**src/rtl/twi_regs_pkg.sv**
```systemverilog
package twi_regs_pkg;
  // register offsets on the local bus
  localparam int unsigned OFS_SET  = 0;
  localparam int unsigned OFS_STAT = 1;
  localparam int unsigned OFS_CLR  = 2;

  typedef enum logic [1:0] {
    SEL_CTL  = 2'd0,
    SEL_STAT = 2'd1,
    SEL_ZERO = 2'd2
  } rd_sel_e;
endpackage

```
**src/rtl/twi_regs_decode.sv**
```systemverilog
module twi_regs_decode
  import twi_regs_pkg::*;
#(
  parameter int unsigned ADDR_W = 2
) (
  input  logic [ADDR_W-1:0] addr,
  input  logic              we,
  output logic              set_wr,
  output logic              clr_wr,
  output rd_sel_e           sel
);
  logic hit_set, hit_clr, hit_stat;

  assign hit_set  = (addr == ADDR_W'(OFS_SET));
  assign hit_clr  = (addr == ADDR_W'(OFS_CLR));
  assign hit_stat = (addr == ADDR_W'(OFS_STAT));

  assign set_wr = we & hit_set;
  assign clr_wr = we & hit_clr;

  always_comb begin
    if (hit_set)       sel = SEL_CTL;
    else if (hit_stat) sel = SEL_STAT;
    else               sel = SEL_ZERO;
  end
endmodule

```
**src/rtl/twi_regs_ctl_bank.sv**
```systemverilog
module twi_regs_ctl_bank #(
  parameter int unsigned DATA_W   = 8,
  parameter int unsigned FLAG_BIT = 3
) (
  input  logic              clk,
  input  logic              rst_n,
  input  logic              set_wr,
  input  logic              clr_wr,
  input  logic [DATA_W-1:0] wdata,
  input  logic              hw_set,
  output logic [DATA_W-1:0] ctl_q
);
  for (genvar i = 0; i < DATA_W; i++) begin : g_bit
    logic bit_q;
    if (i == FLAG_BIT) begin : g_flag
      // hardware raise has priority over a software clear
      always_ff @(posedge clk) begin
        if (!rst_n)                 bit_q <= 1'b0;
        else if (hw_set)            bit_q <= 1'b1;
        else if (clr_wr && wdata[i]) bit_q <= 1'b0;
        else if (set_wr && wdata[i]) bit_q <= 1'b1;
      end
    end else begin : g_plain
      always_ff @(posedge clk) begin
        if (!rst_n)                 bit_q <= 1'b0;
        else if (clr_wr && wdata[i]) bit_q <= 1'b0;
        else if (set_wr && wdata[i]) bit_q <= 1'b1;
      end
    end
    assign ctl_q[i] = bit_q;
  end
endmodule

```
**src/rtl/twi_regs_stat_latch.sv**
```systemverilog
module twi_regs_stat_latch #(
  parameter int unsigned DATA_W = 8,
  parameter int unsigned CODE_W = 5
) (
  input  logic              clk,
  input  logic              rst_n,
  input  logic              hw_set,
  input  logic              pending,
  input  logic [CODE_W-1:0] hw_code,
  output logic [CODE_W-1:0] code_q,
  output logic [DATA_W-1:0] stat_view
);
  localparam int unsigned PAD_W = DATA_W - CODE_W;
  localparam logic [DATA_W-1:0] IDLE_VAL = {{CODE_W{1'b1}}, {PAD_W{1'b0}}};

  // capture only on the edge that makes the flag pending
  always_ff @(posedge clk) begin
    if (!rst_n)                  code_q <= '1;
    else if (hw_set && !pending) code_q <= hw_code;
  end

  assign stat_view = pending ? {code_q, {PAD_W{1'b0}}} : IDLE_VAL;
endmodule

```
**src/rtl/twi_ctl_regs.sv**
```systemverilog
module twi_ctl_regs
  import twi_regs_pkg::*;
#(
  parameter int unsigned ADDR_W   = 2,
  parameter int unsigned DATA_W   = 8,
  parameter int unsigned CODE_W   = 5,
  parameter int unsigned FLAG_BIT = 3
) (
  input  logic              clk,
  input  logic              rst_n,
  input  logic [ADDR_W-1:0] bus_addr,
  input  logic              bus_we,
  input  logic [DATA_W-1:0] bus_wdata,
  output logic [DATA_W-1:0] bus_rdata,
  input  logic              hw_flag_set,
  input  logic [CODE_W-1:0] hw_code,
  output logic [DATA_W-1:0] ctl_out,
  output logic              irq
);
  logic              set_wr, clr_wr;
  rd_sel_e           sel;
  logic [DATA_W-1:0] ctl_q;
  logic [DATA_W-1:0] stat_view;
  logic [CODE_W-1:0] cap_code;

  twi_regs_decode #(.ADDR_W(ADDR_W)) u_dec (
    .addr(bus_addr), .we(bus_we), .set_wr(set_wr), .clr_wr(clr_wr), .sel(sel)
  );

  twi_regs_ctl_bank #(.DATA_W(DATA_W), .FLAG_BIT(FLAG_BIT)) u_ctl (
    .clk(clk), .rst_n(rst_n), .set_wr(set_wr), .clr_wr(clr_wr),
    .wdata(bus_wdata), .hw_set(hw_flag_set), .ctl_q(ctl_q)
  );

  twi_regs_stat_latch #(.DATA_W(DATA_W), .CODE_W(CODE_W)) u_stat (
    .clk(clk), .rst_n(rst_n), .hw_set(hw_flag_set), .pending(ctl_q[FLAG_BIT]),
    .hw_code(hw_code), .code_q(cap_code), .stat_view(stat_view)
  );

  always_comb begin
    unique case (sel)
      SEL_CTL:  bus_rdata = ctl_q;
      SEL_STAT: bus_rdata = stat_view;
      default:  bus_rdata = '0;
    endcase
  end

  assign ctl_out = ctl_q;
  assign irq     = ctl_q[FLAG_BIT];
endmodule

```
**config.mk**
```make
export PLATFORM = sky130hd
export DESIGN_NAME = twi_ctl_regs
export DESIGN_NICKNAME = d
export VERILOG_FILES = /design/src/rtl/twi_regs_pkg.sv /design/src/rtl/twi_regs_decode.sv /design/src/rtl/twi_regs_ctl_bank.sv /design/src/rtl/twi_regs_stat_latch.sv /design/src/rtl/twi_ctl_regs.sv
export SDC_FILE = /design/constraint.sdc
export NUM_CORES = 1
export LEC_CHECK = 0
export ABC_CLOCK_PERIOD_IN_PS = 850
export BUFFER_PORTS_ARGS = -buffer_cell sky130_fd_sc_hd__buf_2
export CAP_MARGIN = 10
export CORE_MARGIN = 2
export CORE_UTILIZATION = 38
export CTS_CLUSTER_DIAMETER = 30
export DETAILED_ROUTE_END_ITERATION = 10
export GPL_ROUTABILITY_DRIVEN = 0
export GPL_TIMING_DRIVEN = 0
export PLACE_DENSITY = 0.72
export SYNTH_ARGS = -nofsm -noshare
export SYNTH_HDL_FRONTEND = slang
export SYNTH_SLANG_ARGS = --single-unit
```
**constraint.sdc**
```tcl
create_clock -name clk -period 0.85 [get_ports clk]
set_input_delay 0.085 -clock clk [delete_from_list [all_inputs] [get_ports clk]]
set_output_delay 0.085 -clock clk [all_outputs]
set_load 0.02 [all_outputs]
```
# Yosys cells after proc, flatten, opt, wreduce, memory -nomap -nowiden
# Index checks and enable logic that the tools add are counted.
# classes
eq_ne	3
mux	7
bitwise_logic	3
n_reduce_logical	28
# op_table
cell	n
logical AND 1 bit	17
one-hot mux 8 bit (2 select lines)	1
OR reduction 2 bit	7
two-way mux 8 bit	1
equality test 2 x 1 -> 1 bit, second input constant	2
logical NOT 2 bit	2
two-way mux 2 bit	2
two-way mux 1 bit	3
nonzero test 3 bit	1
bitwise AND 1 bit	2
equality test 2 bit, second input constant	1
logical NOT 1 bit	1
inverter 1 bit	1
# totals
reg_bits	13
in_bits	19
output_inout_bits	17
wordCells	50

# Depth between registers and ports, before layout
# logic_depth
depth_word	6
ltp_mapped	5
mapped_depth_nobuf	3

# Modules after synthesis
# A second synthesis with hierarchy kept.
# unflattened
cells_unflattened	90
area_unflattened_um2	810.8
# by_module_without_submodules
mod	n_inst	cells_each	area_each_um2	seq_area_each_um2
twi_regs_ctl_bank	1	36	400.4	160.2
twi_regs_stat_latch	1	31	251.5	100.1
twi_ctl_regs	1	19	132.6	0.0
twi_regs_decode	1	4	26.3	0.0

# Worst setup path after synthesis
# OpenSTA, ideal clock, no wires.
# synth_timing
path_kind	flip-flop to output port
startpoint	register u_ctl.g_bit[3].bit_q
endpoint	output bus_rdata[4]
arrival_time_ns	1.188
required_time_ns	0.765
slack_ns	-0.423
path_stages_with_launch	3
path_buffers	1
path_cell_list	dfxtp_1 > buf_2 > a311oi_1
# synth_between
elab_chain_cells	2
# synth_lines
item	line	rtl
from (decl)	twi_regs_ctl_bank.sv:14	logic bit_q;
from (signal assigned)	twi_regs_ctl_bank.sv:18	if (!rst_n) bit_q <= 1'b0;
from (signal assigned)	twi_regs_ctl_bank.sv:19	else if (hw_set) bit_q <= 1'b1;
from (signal assigned)	twi_regs_ctl_bank.sv:20	else if (clr_wr && wdata[i]) bit_q <= 1'b0;
two-way mux 8 bit	twi_regs_stat_latch.sv:22	assign stat_view = pending ? {code_q, {PAD_W{1'b0}}} : IDLE_VAL;
one-hot mux 8 bit (2 select lines)	twi_ctl_regs.sv:41	unique case (sel)
to (decl)	twi_ctl_regs.sv:14	output logic [DATA_W-1:0] bus_rdata,
# Every way passes these cells.

# Worst setup path in the final report
# layout_timing
startpoint	register u_ctl.g_bit[3].bit_q
endpoint	output bus_rdata[5]
# Same word-level chain as after synthesis.

==> flow_summary.yaml <==
global_routing:
  antenna_found_initial: 0
  globalRouteOverflowTotal: 0
  globalRouteTotalUtil: 0.214
  grt_pass1_vias: 729
  first_pass_grt_wire_length_um: 3220
  pin_count_of_the_biggest_net_entering_global_routing: 11
sta:
  fmaxAchievable_ghz: 0.791
  worstMarginPinSlew_ns: 0.368
  period_needed_ns: 1.26
  hold_slack_ns: 0.0131
  timing_hold_violations_final: 0
  worst_slew_margin_rel: 0.755
  timing.final.setup_violations: 23
  drv_slew: 0
  finClkSkew_ns: 0.000458
  setup_repair_after_global_routing_missed_its_margin: "yes"
  postLayoutSetupSlackWorst_ns: -0.414
  finalCritPeriodShare: 1.49
die:
  io-pin-count: 36
  die_height_um: 46.4
  die_x_um: 46.4
  initial_utilization: 0.399
  fp_rows: 15
  floorplan.core_area_mm2: 0.00171
  fp.dieArea_mm2: 0.00215
run_status:
  violations: "setup timing"
  outcome: "finished, violations left"
worst_setup_path:
  critPathKind: "flip-flop to primary output"
  cp_max_fo: 7
  startpoint_type: "flip-flop"
  cp_data_arrival_time_ns: 1.18
  timing.critical_path.required_ns: 0.76
  worst_r2r_path_depth: 6
  endpoint_kind: "primary output"
logic_synthesis:
  ys.flop_type: "sky130_fd_sc_hd__dfxtp_1"
  synth_unique_cells: 21
  synth_top_area_frac: 0.382
  synth_fp_nets: 98
  synth.ff_latch_count: 13
  list_of_most_frequent_post_synthesis_cells: "sky130_fd_sc_hd__dfxtp_1 (13), sky130_fd_sc_hd__a311oi_1 (11), sky130_fd_sc_hd__buf_4 (8), sky130_fd_sc_hd__nand2_1 (7), sky130_fd_sc_hd__nor2_1 (7)"
  post_synth.cell_area_avg_um2: 8.63
  ys.warnings.count: 0
  ys_seq_area_frac: 0.382
  synth_enable_flop_cells: 0
  async_set_or_reset_register_ratio_after_synthesis: 0
  post-synth-top-count-cell: "sky130_fd_sc_hd__dfxtp_1"
  yosysTopAreaCell: "sky130_fd_sc_hd__dfxtp_1"
  post_synth_instance_area_um2: 682
  synth.top_cells.by_area: "sky130_fd_sc_hd__dfxtp_1 (38%), sky130_fd_sc_hd__a311oi_1 (14%), sky130_fd_sc_hd__buf_4 (8.8%)"
  post_synth_inst_count: 79
layout:
  instances_no_fill: 155
  fillCellCount: 114
  layout.nets: 150
  synthToLayoutAreaGrowth_pct: 94.3
  drive_gt1_frac: 0.700
  antenna_cells_inserted: 0
placed_design:
  dp_hpwl_um: 1240
  place_inst: 139
  io_buffers: 35
  place_worst_setup_slack_ns: -0.373
cts:
  tritoncts: "yes"
  clock_sinks: 13
  cts_root_buffer: "sky130_fd_sc_hd__clkbuf_4"
  worstSkewPairLatency_ns: 0.27
  htreeDepth: 1
  cts_buffer_depth: 2
  cts-buffers-inserted: 3
  reg_clk_slew_reported_paths_ns: 0.08
pwr:
  seq_power_share: 0.411
  p_sw_frac: 0.307
  p_leak_nw: 0.596
  total_switching_power_w: 0.000507
  pwr-share-comb: 0.354
  vdd_ir_drop_max_uv: 1370
  pwr_density_cell_mw_per_mm2: 1250
  internal-power_w: 0.00114
  share_clk_of_total_power: 0.235
routing:
  drt.antenna.violating_nets: 0
  drc_errors: 0
  drt-pass1-iter-count: 4
  detailroute.via_count: 761
  initialDrtViolationCount: 5
  wl_per_cell_um: 12.3
  routed_wirelength_um: 1910
  vias_per_cell: 4.91
hold_path:
  hold-path-cell-count: 2
  worst_hold_path_type: "input port to flip-flop"
flow_run:
  cap_violations: 0
-- layout make-up --
cell class | instances | area [µm²] | area share
Multi-Input combinational cell | 47 | 432 | 0.326
Timing Repair Buffer | 50 | 424 | 0.320
Sequential cell | 13 | 273 | 0.206
Buffer | 11 | 120 | 0.0907
Tap cell | 25 | 31.3 | 0.0236
Clock buffer | 4 | 26.3 | 0.0198
Inverter | 5 | 18.8 | 0.0142
-- path summary, 6_finish.rpt --
path	startpoint	endpoint	slack (ns)
max	u_ctl.g_bit[3].bit_q	bus_rdata[5]	-0.41
min	bus_wdata[5]	u_ctl.g_bit[5].bit_q	0.01
max reg2reg	u_ctl.g_bit[3].bit_q	u_stat.code_q[3]	-0.36
min reg2reg	u_stat.code_q[0]	u_stat.code_q[0]	0.51
-- layout by cell type (no fill, tap or decap), types with 2 or more instances in the layout --
master,n
sky130_fd_sc_hd__clkbuf_4,3
sky130_fd_sc_hd__inv_1,5
sky130_fd_sc_hd__nand2_2,4
sky130_fd_sc_hd__dlygate4sd3_1,3
sky130_fd_sc_hd__a21oi_2,3
sky130_fd_sc_hd__buf_4,7
sky130_fd_sc_hd__buf_2,19
sky130_fd_sc_hd__nor2_1,5
sky130_fd_sc_hd__a311oi_4,4
sky130_fd_sc_hd__nand2_1,2
sky130_fd_sc_hd__a311oi_1,7
sky130_fd_sc_hd__and2_4,3
sky130_fd_sc_hd__a21oi_1,4
sky130_fd_sc_hd__o211ai_1,4
sky130_fd_sc_hd__dfxtp_2,7
sky130_fd_sc_hd__dfxtp_1,5
sky130_fd_sc_hd__buf_6,29
-- logic make-up (layout without fill, tap and decap cells) --
group,count (synthesis),after routing,share of synthesized area
and+or+nand+nor,24,24,0.173
AOI/OAI and AO/OA,23,23,0.264
buffers and inverters,19,70,0.182
DFF,13,13,0.382
-- through the flow --
| step | utilization | power, W | cell area [µm²] | setup TNS [ns] |
|---|---|---|---|---|
| 2_1_floorplan | - | 0.000973 | 782 | -1.10 |
| 5_1_grt | 0.776 | 0.00175 | 1330 | -6.45 |
| 3_3_place_gp | 0.579 | 0.00109 | 988 | -3.97 |
| 6_report | 0.776 | 0.00165 | 1330 | -5.36 |
| 3_5_place_dp | 0.579 | 0.00110 | 988 | -4.26 |
| 4_1_cts | 0.744 | 0.00163 | 1270 | -4.58 |
-- worst max-delay path, stage by stage (launching register included) --
cell and delay, ns:
sky130_fd_sc_hd__dfxtp_4 0.36, sky130_fd_sc_hd__buf_12 0.14, sky130_fd_sc_hd__a311oi_4 0.24, sky130_fd_sc_hd__buf_6 0.16
-- flip-flops by register name, indices dropped and copies added, names as in the netlist --
name	flops
u_ctl.g_bit.bit_q	8
u_stat.code_q	5
-- routing by layer --
layer / GRT usage / share of wire
met5: 0 / 0
met4: 0.0686 / 0.0047
met3: 0.0706 / 0.066
met2: 0.375 / 0.54
met1: 0.241 / 0.39
-- power by group through the flow --
| stage | combinational (W) | sequential, W | clock (W) |
|---|---|---|---|
| 4_1_cts | 0.000552 | 0.000677 | 0.000404 |
| 2_1_floorplan | 0.000287 | 0.000686 | 0 |
| 5_1_grt | 0.000631 | 0.000683 | 0.000439 |
| 3_5_place_dp | 0.000412 | 0.000686 | 0 |
| 3_3_place_gp | 0.000405 | 0.000684 | 0 |
| 6_report | 0.000585 | 0.000678 | 0.000388 |
-- what timing repair did --
action	CTS	global route
gates cloned	1	0
endpoints found under the setup margin	28	27
hold endpoints to repair	2	1
setup buffers	8	3
pin swaps	3	2
gates resized for setup	63	7
hold buffers	2	1
(Power assumes the default switching activity.)
